**config.mk**
```make
export PLATFORM = sky130hd
export DESIGN_NAME = sdh_glue
export DESIGN_NICKNAME = d
export VERILOG_FILES = /design/src/rtl/sdh_glue_pkg.sv /design/src/rtl/sdh_glue_decode.sv /design/src/rtl/sdh_glue_gregs.sv /design/src/rtl/sdh_glue_shadow.sv /design/src/rtl/sdh_glue_irq.sv /design/src/rtl/sdh_glue.sv
export SDC_FILE = /design/constraint.sdc
export NUM_CORES = 2
export LEC_CHECK = 0
export BUFFER_PORTS_ARGS = -buffer_cell sky130_fd_sc_hd__buf_2
export CORE_UTILIZATION = 32
export DETAILED_ROUTE_END_ITERATION = 10
export GPL_TIMING_DRIVEN = 0
export PLACE_DENSITY = 0.51
export SETUP_SLACK_MARGIN = 0.5
export SYNTH_ARGS = -nofsm -noshare
export SYNTH_HDL_FRONTEND = slang
export SYNTH_SLANG_ARGS = --single-unit
export TNS_END_PERCENT = 1
```
**constraint.sdc**
```tcl
create_clock -name clk -period 2.6 [get_ports clk]
set_clock_uncertainty 0.05 [all_clocks]
set_input_delay 0.39 -clock clk [delete_from_list [all_inputs] [get_ports clk]]
set_output_delay 0.39 -clock clk [all_outputs]
set_load 0.01 [all_outputs]
```
**src/rtl/sdh_glue_pkg.sv**
```systemverilog
package sdh_glue_pkg;

   localparam int MAX_SLOTS     = 2;

   // fixed global word offsets (software-visible layout)
   localparam int OFS_INFO      = 'h00;
   localparam int OFS_DEBOUNCE  = 'h04;
   localparam int OFS_BUS       = 'h08;
   localparam int OFS_WP_POL    = 'hEC;
   localparam int OFS_CARD_DET  = 'hF0;
   localparam int OFS_IRQ_STAT  = 'hFC;

   localparam int INFO_PRESENT_LSB = 16;
   localparam logic [31:0] DEBOUNCE_INIT = 32'h0000_0005;

   typedef enum logic [1:0] {
      RGN_NONE   = 2'd0,
      RGN_GLOBAL = 2'd1,
      RGN_SLOT   = 2'd2
   } region_e;

   function automatic int caps_ofs(int slot);
      return 'h10 + 'h10 * slot;
   endfunction

   function automatic int maxc_ofs(int slot);
      return caps_ofs(slot) + 'h08;
   endfunction

   function automatic bit is_shadow_ofs(int ofs, int nslots);
      for (int i = 0; i < MAX_SLOTS; i++) begin
         if (i < nslots && (ofs == caps_ofs(i) || ofs == maxc_ofs(i))) return 1'b1;
      end
      return 1'b0;
   endfunction

   function automatic logic [31:0] reg_init(int ofs, int nslots);
      logic [31:0] v;
      v = '0;
      if (ofs == OFS_INFO) begin
         for (int i = 0; i < MAX_SLOTS; i++) begin
            if (i < nslots) v[INFO_PRESENT_LSB + i] = 1'b1;
         end
      end else if (ofs == OFS_DEBOUNCE) begin
         v = DEBOUNCE_INIT;
      end
      return v;
   endfunction

   function automatic logic [31:0] write_mask(int ofs);
      return (ofs == OFS_INFO) ? 32'hFFFF_FFFE : 32'hFFFF_FFFF;
   endfunction

endpackage

```
**src/rtl/sdh_glue_decode.sv**
```systemverilog
module sdh_glue_decode
   import sdh_glue_pkg::*;
#(
   parameter int ADDR_W    = 12,
   parameter int NUM_SLOTS = 2,
   parameter int WIN_LSB   = 8,
   parameter int STRB_W    = 4,
   localparam int PAGE_W   = ADDR_W - WIN_LSB,
   localparam int SEL_W    = (NUM_SLOTS > 1) ? $clog2(NUM_SLOTS) : 1,
   localparam int WIDX_W   = WIN_LSB - 2
)(
   input  logic                 req_valid,
   input  logic [ADDR_W-1:0]    req_addr,
   input  logic [STRB_W-1:0]    req_strb,
   output logic                 access_ok,
   output region_e              rgn,
   output logic [SEL_W-1:0]     slot_idx,
   output logic [WIDX_W-1:0]    word_idx,
   output logic [NUM_SLOTS-1:0] slot_hit
);

   logic [PAGE_W-1:0] page;

   assign page      = req_addr[ADDR_W-1:WIN_LSB];
   assign word_idx  = req_addr[WIN_LSB-1:2];
   assign access_ok = req_valid && (&req_strb) && (req_addr[1:0] == 2'b00);
   assign slot_idx  = SEL_W'(page - PAGE_W'(1));

   always_comb begin
      if (page == '0)                          rgn = RGN_GLOBAL;
      else if (page <= PAGE_W'(NUM_SLOTS))     rgn = RGN_SLOT;
      else                                     rgn = RGN_NONE;
   end

   generate
      for (genvar i = 0; i < NUM_SLOTS; i++) begin : g_hit
         assign slot_hit[i] = access_ok && (page == PAGE_W'(i + 1));
      end
   endgenerate

endmodule

```
**src/rtl/sdh_glue_gregs.sv**
```systemverilog
module sdh_glue_gregs
   import sdh_glue_pkg::*;
#(
   parameter int NUM_SLOTS = 2,
   parameter int DATA_W    = 32,
   parameter int WORDS     = 64,
   localparam int IDX_W    = $clog2(WORDS)
)(
   input  logic                 clk,
   input  logic                 rst_n,
   input  logic                 wr_en,
   input  logic [IDX_W-1:0]     wr_idx,
   input  logic [DATA_W-1:0]    wdata,
   input  logic [IDX_W-1:0]     rd_idx,
   output logic [DATA_W-1:0]    rdata,
   input  logic [NUM_SLOTS-1:0] irq_stat
);

   logic [WORDS-1:0][DATA_W-1:0] words;

   generate
      for (genvar w = 0; w < WORDS; w++) begin : g_word
         localparam int OFS = w * 4;
         if (OFS == OFS_IRQ_STAT) begin : g_stat
            // status word mirrors the sampled slot levels; writes ignored
            assign words[w] = DATA_W'(irq_stat);
         end else if (is_shadow_ofs(OFS, NUM_SLOTS)) begin : g_hole
            // served by the slot shadow registers instead
            assign words[w] = '0;
         end else begin : g_store
            logic [DATA_W-1:0] q;
            always_ff @(posedge clk) begin
               if (!rst_n)
                  q <= DATA_W'(reg_init(OFS, NUM_SLOTS));
               else if (wr_en && wr_idx == IDX_W'(w))
                  q <= wdata & DATA_W'(write_mask(OFS));
            end
            assign words[w] = q;
         end
      end
   endgenerate

   assign rdata = words[rd_idx];

endmodule

```
**src/rtl/sdh_glue_shadow.sv**
```systemverilog
module sdh_glue_shadow #(
   parameter int          DATA_W    = 32,
   parameter logic [31:0] CAPS_INIT = 32'h0,
   parameter logic [31:0] MAXC_INIT = 32'h0
)(
   input  logic              clk,
   input  logic              rst_n,
   input  logic              caps_we,
   input  logic              maxc_we,
   input  logic [DATA_W-1:0] wdata,
   output logic [DATA_W-1:0] caps_q,
   output logic [DATA_W-1:0] maxc_q
);

   always_ff @(posedge clk) begin
      if (!rst_n) begin
         caps_q <= DATA_W'(CAPS_INIT);
         maxc_q <= DATA_W'(MAXC_INIT);
      end else begin
         if (caps_we) caps_q <= wdata;
         if (maxc_we) maxc_q <= wdata;
      end
   end

endmodule

```
**src/rtl/sdh_glue_irq.sv**
```systemverilog
module sdh_glue_irq #(
   parameter int NUM_SLOTS = 2
)(
   input  logic                 clk,
   input  logic                 rst_n,
   input  logic [NUM_SLOTS-1:0] slot_irq,
   output logic [NUM_SLOTS-1:0] stat_q,
   output logic                 irq_o
);

   // each status bit follows its slot's level, set on high and cleared on low
   always_ff @(posedge clk) begin
      if (!rst_n) stat_q <= '0;
      else        stat_q <= slot_irq;
   end

   assign irq_o = |stat_q;

endmodule

```
**src/rtl/sdh_glue.sv**
```systemverilog
module sdh_glue
   import sdh_glue_pkg::*;
#(
   parameter int          ADDR_W     = 12,
   parameter int          DATA_W     = 32,
   parameter int          NUM_SLOTS  = 2,
   parameter int          GWIN_BYTES = 256,
   parameter logic [31:0] CAPS_INIT  = 32'h01E8_0C8A,
   parameter logic [31:0] MAXC_INIT  = 32'h0000_0000,
   localparam int         STRB_W     = DATA_W / 8,
   localparam int         WIN_LSB    = $clog2(GWIN_BYTES),
   localparam int         WIDX_W     = WIN_LSB - 2,
   localparam int         WORDS      = GWIN_BYTES / 4,
   localparam int         SEL_W      = (NUM_SLOTS > 1) ? $clog2(NUM_SLOTS) : 1
)(
   input  logic                           clk,
   input  logic                           rst_n,
   input  logic                           req_valid,
   input  logic                           req_write,
   input  logic [ADDR_W-1:0]              req_addr,
   input  logic [STRB_W-1:0]              req_strb,
   input  logic [DATA_W-1:0]              req_wdata,
   output logic                           rsp_valid,
   output logic [DATA_W-1:0]              rsp_rdata,
   output logic [NUM_SLOTS-1:0]           slot_sel,
   output logic                           slot_write,
   output logic [WIN_LSB-1:0]             slot_addr,
   output logic [DATA_W-1:0]              slot_wdata,
   input  logic [NUM_SLOTS*DATA_W-1:0]    slot_rdata,
   input  logic [NUM_SLOTS-1:0]           slot_irq,
   output logic                           irq_o
);

   // elaboration-time parameter checks
   generate
      if (DATA_W != 32) begin : g_bad_width
         $error("sdh_glue: DATA_W must be 32");
      end
      if (NUM_SLOTS < 1 || NUM_SLOTS > MAX_SLOTS) begin : g_bad_slots
         $error("sdh_glue: NUM_SLOTS must be 1 or 2");
      end
      if (GWIN_BYTES < 256 || (1 << WIN_LSB) != GWIN_BYTES) begin : g_bad_win
         $error("sdh_glue: GWIN_BYTES must be a power of two, at least 256");
      end
      if ((NUM_SLOTS + 1) * GWIN_BYTES > (1 << ADDR_W)) begin : g_bad_addr
         $error("sdh_glue: ADDR_W too narrow for the slot pages");
      end
   endgenerate

   logic                 access_ok;
   region_e              rgn;
   logic [SEL_W-1:0]     slot_idx;
   logic [WIDX_W-1:0]    word_idx;
   logic [NUM_SLOTS-1:0] slot_hit;

   sdh_glue_decode #(
      .ADDR_W   (ADDR_W),
      .NUM_SLOTS(NUM_SLOTS),
      .WIN_LSB  (WIN_LSB),
      .STRB_W   (STRB_W)
   ) u_decode (
      .req_valid(req_valid),
      .req_addr (req_addr),
      .req_strb (req_strb),
      .access_ok(access_ok),
      .rgn      (rgn),
      .slot_idx (slot_idx),
      .word_idx (word_idx),
      .slot_hit (slot_hit)
   );

   logic global_wr;
   assign global_wr = access_ok && req_write && (rgn == RGN_GLOBAL);

   // interrupt sampling
   logic [NUM_SLOTS-1:0] irq_stat;

   sdh_glue_irq #(.NUM_SLOTS(NUM_SLOTS)) u_irq (
      .clk     (clk),
      .rst_n   (rst_n),
      .slot_irq(slot_irq),
      .stat_q  (irq_stat),
      .irq_o   (irq_o)
   );

   // global register file
   logic [DATA_W-1:0] greg_rdata;

   sdh_glue_gregs #(
      .NUM_SLOTS(NUM_SLOTS),
      .DATA_W   (DATA_W),
      .WORDS    (WORDS)
   ) u_gregs (
      .clk     (clk),
      .rst_n   (rst_n),
      .wr_en   (global_wr),
      .wr_idx  (word_idx),
      .wdata   (req_wdata),
      .rd_idx  (word_idx),
      .rdata   (greg_rdata),
      .irq_stat(irq_stat)
   );

   // per-slot capability / max-current shadows
   logic [NUM_SLOTS-1:0][DATA_W-1:0] caps_q;
   logic [NUM_SLOTS-1:0][DATA_W-1:0] maxc_q;
   logic [NUM_SLOTS-1:0]             caps_hit;
   logic [NUM_SLOTS-1:0]             maxc_hit;

   generate
      for (genvar i = 0; i < NUM_SLOTS; i++) begin : g_slot
         assign caps_hit[i] = (word_idx == WIDX_W'(caps_ofs(i) / 4));
         assign maxc_hit[i] = (word_idx == WIDX_W'(maxc_ofs(i) / 4));

         sdh_glue_shadow #(
            .DATA_W   (DATA_W),
            .CAPS_INIT(CAPS_INIT),
            .MAXC_INIT(MAXC_INIT)
         ) u_shadow (
            .clk    (clk),
            .rst_n  (rst_n),
            .caps_we(global_wr && caps_hit[i]),
            .maxc_we(global_wr && maxc_hit[i]),
            .wdata  (req_wdata),
            .caps_q (caps_q[i]),
            .maxc_q (maxc_q[i])
         );
      end
   endgenerate

   logic [DATA_W-1:0] shadow_rdata;
   logic              shadow_sel;

   always_comb begin
      shadow_rdata = '0;
      shadow_sel   = 1'b0;
      for (int i = 0; i < NUM_SLOTS; i++) begin
         if (caps_hit[i]) begin
            shadow_rdata = caps_q[i];
            shadow_sel   = 1'b1;
         end
         if (maxc_hit[i]) begin
            shadow_rdata = maxc_q[i];
            shadow_sel   = 1'b1;
         end
      end
   end

   // forwarding to slot pages
   assign slot_sel   = slot_hit;
   assign slot_write = req_write;
   assign slot_addr  = req_addr[WIN_LSB-1:0];
   assign slot_wdata = req_wdata;

   // read data selection and response register
   logic [DATA_W-1:0] rd_next;

   always_comb begin
      rd_next = '0;
      if (access_ok && !req_write) begin
         unique case (rgn)
            RGN_GLOBAL: rd_next = shadow_sel ? shadow_rdata : greg_rdata;
            RGN_SLOT:   rd_next = slot_rdata[int'(slot_idx) * DATA_W +: DATA_W];
            default:    rd_next = '0;
         endcase
      end
   end

   always_ff @(posedge clk) begin
      if (!rst_n) begin
         rsp_valid <= 1'b0;
         rsp_rdata <= '0;
      end else begin
         rsp_valid <= req_valid && !req_write;
         rsp_rdata <= rd_next;
      end
   end

endmodule

```
# [Word level (Yosys, flattened, before mapping)]
# Cells that the tools add are included.
[op_classes] mux=14 addsub=1 eq_ne=66 reduce_logical=78 magnitude_cmp=2 div_mod_pow=0 shifts=1 bitwise=0 n_mul=0
[ops] cell="binary-select mux 32 bit (select 6 bit)" n=1
[ops] cell="two-way mux 32 bit" n=6
[ops] cell="equality test 6 bit (second input constant)" n=31
[ops] cell="equality test 6 x 5 -> 1 bit (second input constant)" n=16
[ops] cell="logical AND 1 bit" n=71
[ops] cell="case mux 32 bit (2 select lines)" n=1
[ops] cell="variable part select 64 x 7 -> 32 bit" n=1
[ops] cell="equality test 6 x 4 -> 1 bit (second input constant)" n=8
[ops] cell="equality test 6 x 3 -> 1 bit (second input constant)" n=4
[ops] cell="equality test 6 x 2 -> 1 bit (second input constant)" n=2
[ops] cell="less-than comparator 6 x 7 -> 1 bit (second input constant)" n=1
[ops] cell="equality test 6 x 1 -> 1 bit (second input constant)" n=1
[ops] cell="logical NOT 6 bit" n=1
[ops] cell="equality test 4 x 1 -> 1 bit (second input constant)" n=1
[ops] cell="equality test 4 x 2 -> 1 bit (second input constant)" n=1
[ops] cell="less-or-equal comparator 4 x 2 -> 1 bit (second input constant)" n=1
[ops] cell="logical NOT 4 bit" n=1
[ops] cell="two-way mux 1 bit" n=4
[ops] cell="two-way mux 2 bit" n=2
[ops] cell="AND reduction 4 bit" n=1
[ops] cell="equality test 2 x 1 -> 1 bit (second input constant)" n=1
[ops] cell="equality test 2 bit (second input constant)" n=1
[ops] cell="logical NOT 2 bit" n=1
[ops] cell="AND reduction 2 bit" n=1
[ops] cell="other kinds (3)" n=3
[totals] inputBits=118 n_memories=0 mem_bits_ro=0 latch_bits=0 output_inout_bits=77 ram_bits=0 ff_bits=2050

# [Depth between registers and ports, before layout]
[depth] depth_word=7 depth_mapped=12 ltp_nobuf=7

# [By module]
# From an unflattened synthesis, not the netlist that was laid out.
[hier_totals] hier_cells=10861 hier_area_um2=94653.3
[by_module_without_submodules] mod="sdh_glue_gregs" seq_area_each_um2=37776.2 instances=1 cells_each=9996 area_each_um2=85846.1
[by_module_without_submodules] mod="sdh_glue_shadow" seq_area_each_um2=1281.2 instances=2 cells_each=207 area_each_um2=2458.6
[by_module_without_submodules] mod="sdh_glue" seq_area_each_um2=660.6 instances=1 cells_each=429 area_each_um2=3717.3
[by_module_without_submodules] mod="sdh_glue_decode" seq_area_each_um2=0.0 instances=1 cells_each=17 area_each_um2=113.9
[by_module_without_submodules] mod="sdh_glue_irq" seq_area_each_um2=40.0 instances=1 cells_each=5 area_each_um2=58.8

# [Worst setup path before layout]
# OpenSTA, ideal clock, no wires.
[synth_path] path_kind="input-to-reg" start="input port req_addr[2]" end="register rsp_rdata[22]" setup_slack_ns=0.188 setup_ns=0.131 stages=9 t_arrival_ns=2.231 path_buffers=3 path_cell_list="buf_4 -> buf_4 -> buf_2 -> mux4_2 -> a22oi_1 -> a21oi_1 -> nor4_1 -> o221ai_1 -> nor3b_1"
[synth_via] elab_chain_len=7 elab_cells_between_ends=16 classes_between="eq/ne (4); mux (12)"
[synth_rtl] item="from (decl)" line="sdh_glue.sv:20" source="input logic [ADDR_W-1:0] req_addr,"
[synth_rtl] item="branches (longest 5 deep; another with binary-select mux 32 bit (select 6 bit))"
[synth_rtl] item="two-way mux 32 bit (*)" line="sdh_glue.sv:162" source="RGN_GLOBAL: rd_next = shadow_sel ? shadow_rdata : greg_rdata;"
[synth_rtl] item="case mux 32 bit (2 select lines) (*)" line="sdh_glue.sv:161" source="unique case (rgn)"
[synth_rtl] item="to (signal assigned)" line="sdh_glue.sv:175" source="rsp_rdata <= rd_next;"
[synth_rtl] item="to (decl)" line="sdh_glue.sv:24" source="output logic [DATA_W-1:0] rsp_rdata,"
# Mark *: on every way between the ends. The select of a mux whose other input is x is not followed.
# A chain may end at the register's enable or synchronous reset.

# [Final worst setup path]
[layout_path] start="input port req_addr[2]" end="register rsp_rdata[1]"
# Same word-level chain as after synthesis.

==> run_results.csv <==
group,metric,value,unit
setup_path,path_cells,"buf_12, buf_12, inv_4, clkbuf_16, nor2_1, a22oi_1, a22oi_2, a31oi_2, o22a_1, nor2_4",
sta,hold_viol,0,
setup_path,path_buf_inv,4,
min_path,hp-class,"input pin to register",
synthesis,synthTopCellsByArea,"dfxtp_1, nand2_1, mux4_2",
clocking,root_buffer,"clkbuf_16",
power,p_seq_share,42.2,%
detailed_routing,via_per_inst,5.84,
synthesis,synthAdderAreaFrac,0,%
synthesis,synth-simple-area-share,18.9,%
synthesis,synthArstFlopShare,0,%
place,place_inst,14699,
sta,holdWs,16.3,ps
floorplanning,die_width,540,um
synthesis,synth_area_per_cell,8.64,um2
setup_path,cp_top_family,"compound AO/OA/AOI/OAI gates",
detailed_routing,dr_total_vias,89284,
detailed_routing,drt_iter0_drc,12382,
synthesis,ys.flop_type,"dfxtp_1",
sta,timing.fmax,399,MHz
floorplanning,rows,197,
sta,finalSetupViolations,0,
power,vdd_drop_max,0.620,mV
cells_and_area,layout.cells.non_filler,15292,
clocking,clkLatencyLatePin,1000,ps
setup_path,slowest_delay,530,ps
floorplanning,design.core.area,288000,um2
floorplanning,die_area,292000,um2
min_path,worstHoldPathCells,5,
synthesis,muxShareOfSynthArea,12.0,%
synthesis,yosysTopAreaCellShare,44.3,%
floorplanning,fp.dieH,540,um
synthesis,netlist_area,92600,um2
cells_and_area,layout.nets,11400,
synthesis,synth_cell_types,63,
setup_path,cp.depth,10,
sta,grt_setup_unrepaired,"yes",
power,power_density,656,nW/um2
sta,finalCritPeriodShare,96.4,%
synthesis,synthCells,10716,
outcome,status,"finished clean",
synthesis,yosysTopAreaCell,"dfxtp_1",
clocking,cts.sinks,2050,
place,hpwl,415000,um
clocking,clk_pin_slew,60,ps
setup_path,slowest_stage,"nor2_1",
place,routabilityCongestion,1.10,
sta,relSlewSlack,1.10,%
cells_and_area,drive_gt1_share,18.3,%
setup_path,path_class,"input pin to register",
run,cap_violations,0,
global_route,grt_pass1_vias,82367,
detailed_routing,ant_nets,0,
setup_path,cp_common_cell,"buf_12",
sta,drv_slew,0,
synthesis,synth_xor_area_share,0,%
cells_and_area,multi_input_area,49500,um2
global_route,grt_pass1_wl,734000,um
cells_and_area,regArea,41100,um2
detailed_routing,wl_per_cell,36.6,um
global_route,grt_usage,37.1,%
synthesis,synth_edf_count,0,
setup_path,crit_arrival,3320,ps
cells_and_area,layout_common_cells,"nand2_1, dfxtp_1, a21boi_1",
synthesis,synth_compound_area_share,19.6,%
clocking,clock_path_buffers,4,
setup_path,cp-start-kind,"input pin",
power,swShare,26.5,%
sta,fin_crit,2510,ps
power,power_frac_comb,8.6,%
synthesis,synth_top_family_by_area,"compound AO/OA/AOI/OAI gates",
cells_and_area,layout_commonest_cell,"nand2_1",
global_route,antenna_found_initial,80,
synthesis,ys_ff_latch,2050,
detailed_routing,wl,560000,um
cells_and_area,fill_cells,28813,
floorplanning,top_level_ports,195,
place,portBuffers,158,
detailed_routing,drc,0,
power,clkPwrFrac,49.2,%
sta,worstMarginPinSlew,1480,ps
synthesis,ys_seq_area_share,44.3,%
setup_path,end_kind,"register",
power,p_leak,0.0377,uW
power,power.switching,19700,uW
clocking,numCtsBuffers,237,
setup_path,required,3410,ps
synthesis,yosysWarnings,0,
clocking,cts_tree,"yes",
setup_path,cp_max_fo,10,
synthesis,synth_nets,10834,
clocking,htreeDepth,4,
detailed_routing,firstDrtPassIters,8,
global_route,grt_max_degree,18,
power,p_int,54700,uW
cells_and_area,synthToLayoutAreaGrowth,22.4,%
global_route,grt_overflow,0,
setup_path,reg2reg_depth,7,
floorplanning,floorplan.initialDensity,32.2,%
-- power by group through the flow --
stage          Sequential (uW)  Clock [uW]  Combinational (uW)
5_1_grt                  31400       37900                6180
3_5_place_dp             32100           0                5470
2_1_floorplan            32100           0                2320
6_report                 31400       36600                6360
4_1_cts                  31400       36600                6030
3_3_place_gp             32100           0                5400
-- Yosys cell counts (all sizes together), types with 25 or more instances --
cell type	count
nand2	4191
dfxtp	2050
a21boi	1991
clkbuf	719
mux4	426
buf	378
nor2	153
a21oi	145
mux2i	115
o21ai	64
a22oi	60
a221oi	51
o22ai	47
nand3	46
mux2	33
nor4	30
o21a	25
-- tightest hold or removal path, stage by stage --
cell,delay (ps)
buf_2,100
mux2i_1,210
nor2_1,110
a21oi_1,120
nor3b_1,70
-- cells by family (layout without fill, tap and decap cells) --
kind of cell	Yosys count	after routing
compound gates	2477	2477
flops	2050	2050
mux	574	574
other cells	0	33
buf+inv	1101	1863
simple gates	4514	4514
-- flip-flops by register name, summed over array words and instances, names as in the netlist --
name,flops
g_slot.u_shadow.caps_q,64
g_slot.u_shadow.maxc_q,64
rsp_rdata,32
rsp_valid,1
u_gregs.g_word.g_store.q,1887
u_irq.stat_q,2
-- what timing repair did --
item	CTS	global route
hold endpoints to repair	39	0
hold buffers	19	0
setup buffers	80	23
pin swaps	76	24
gates resized for setup	861	190
gates cloned	3	0
setup endpoints to repair	2052	1945
-- layer usage --
metal  wire (um)  part of all wire, %  up-vias  GRT usage (%)
li1            -                    -    37173              -
met1      214000                   38    44800           46.2
met2      227000                   41     5839           52.7
met3       66300                   12     1450           11.7
met4       51700                  9.2       22           29.3
met5         199                0.036        -              0
-- final cells by class --
| type | instances | share of cell area [%] |
|---|---|---|
| multi-input cells | 7565 | 43.7 |
| flip-flops and latches | 2050 | 36.2 |
| clock buffers | 342 | 6.14 |
| plain buffers | 1097 | 5.97 |
| well taps | 3781 | 4.17 |
| repair buffers | 327 | 2.51 |
| clock inverters | 93 | 1.22 |
| diodes | 33 | 0.0729 |
| inverters | 4 | 0.0188 |
-- metrics by stage --
step / instance area (um2) / TNS (ps) / utilization, % / setup slack (ps) / power, uW
floorplan: 93100 / 0 / - / 438 / 34400
global placement: 98600 / -5032970 / 34.3 / -3690 / 37500
detailed placement: 99300 / -3970140 / 34.5 / -3100 / 37600
CTS: 112000 / 0 / 39.1 / 303 / 74000
global route: 113000 / 0 / 39.3 / 294 / 75500
finish: 113000 / 0 / 39.4 / 93.7 / 74400
-- worst paths after layout --
check	from	endpoint	slack (ps)
setup reg to reg	u_gregs.g_word[11].g_store.q[1]$_SDFFE_PN0P_	rsp_rdata[1]$_SDFF_PN0_	190
hold / removal	slot_rdata[58]	rsp_rdata[26]$_SDFF_PN0_	20
hold reg to reg	u_gregs.g_word[25].g_store.q[18]$_SDFFE_PN0P_	u_gregs.g_word[25].g_store.q[18]$_SDFFE_PN0P_	390
setup / recovery	req_addr[2]	rsp_rdata[1]$_SDFF_PN0_	90
Note: power is estimated with default switching activity, not from simulation.
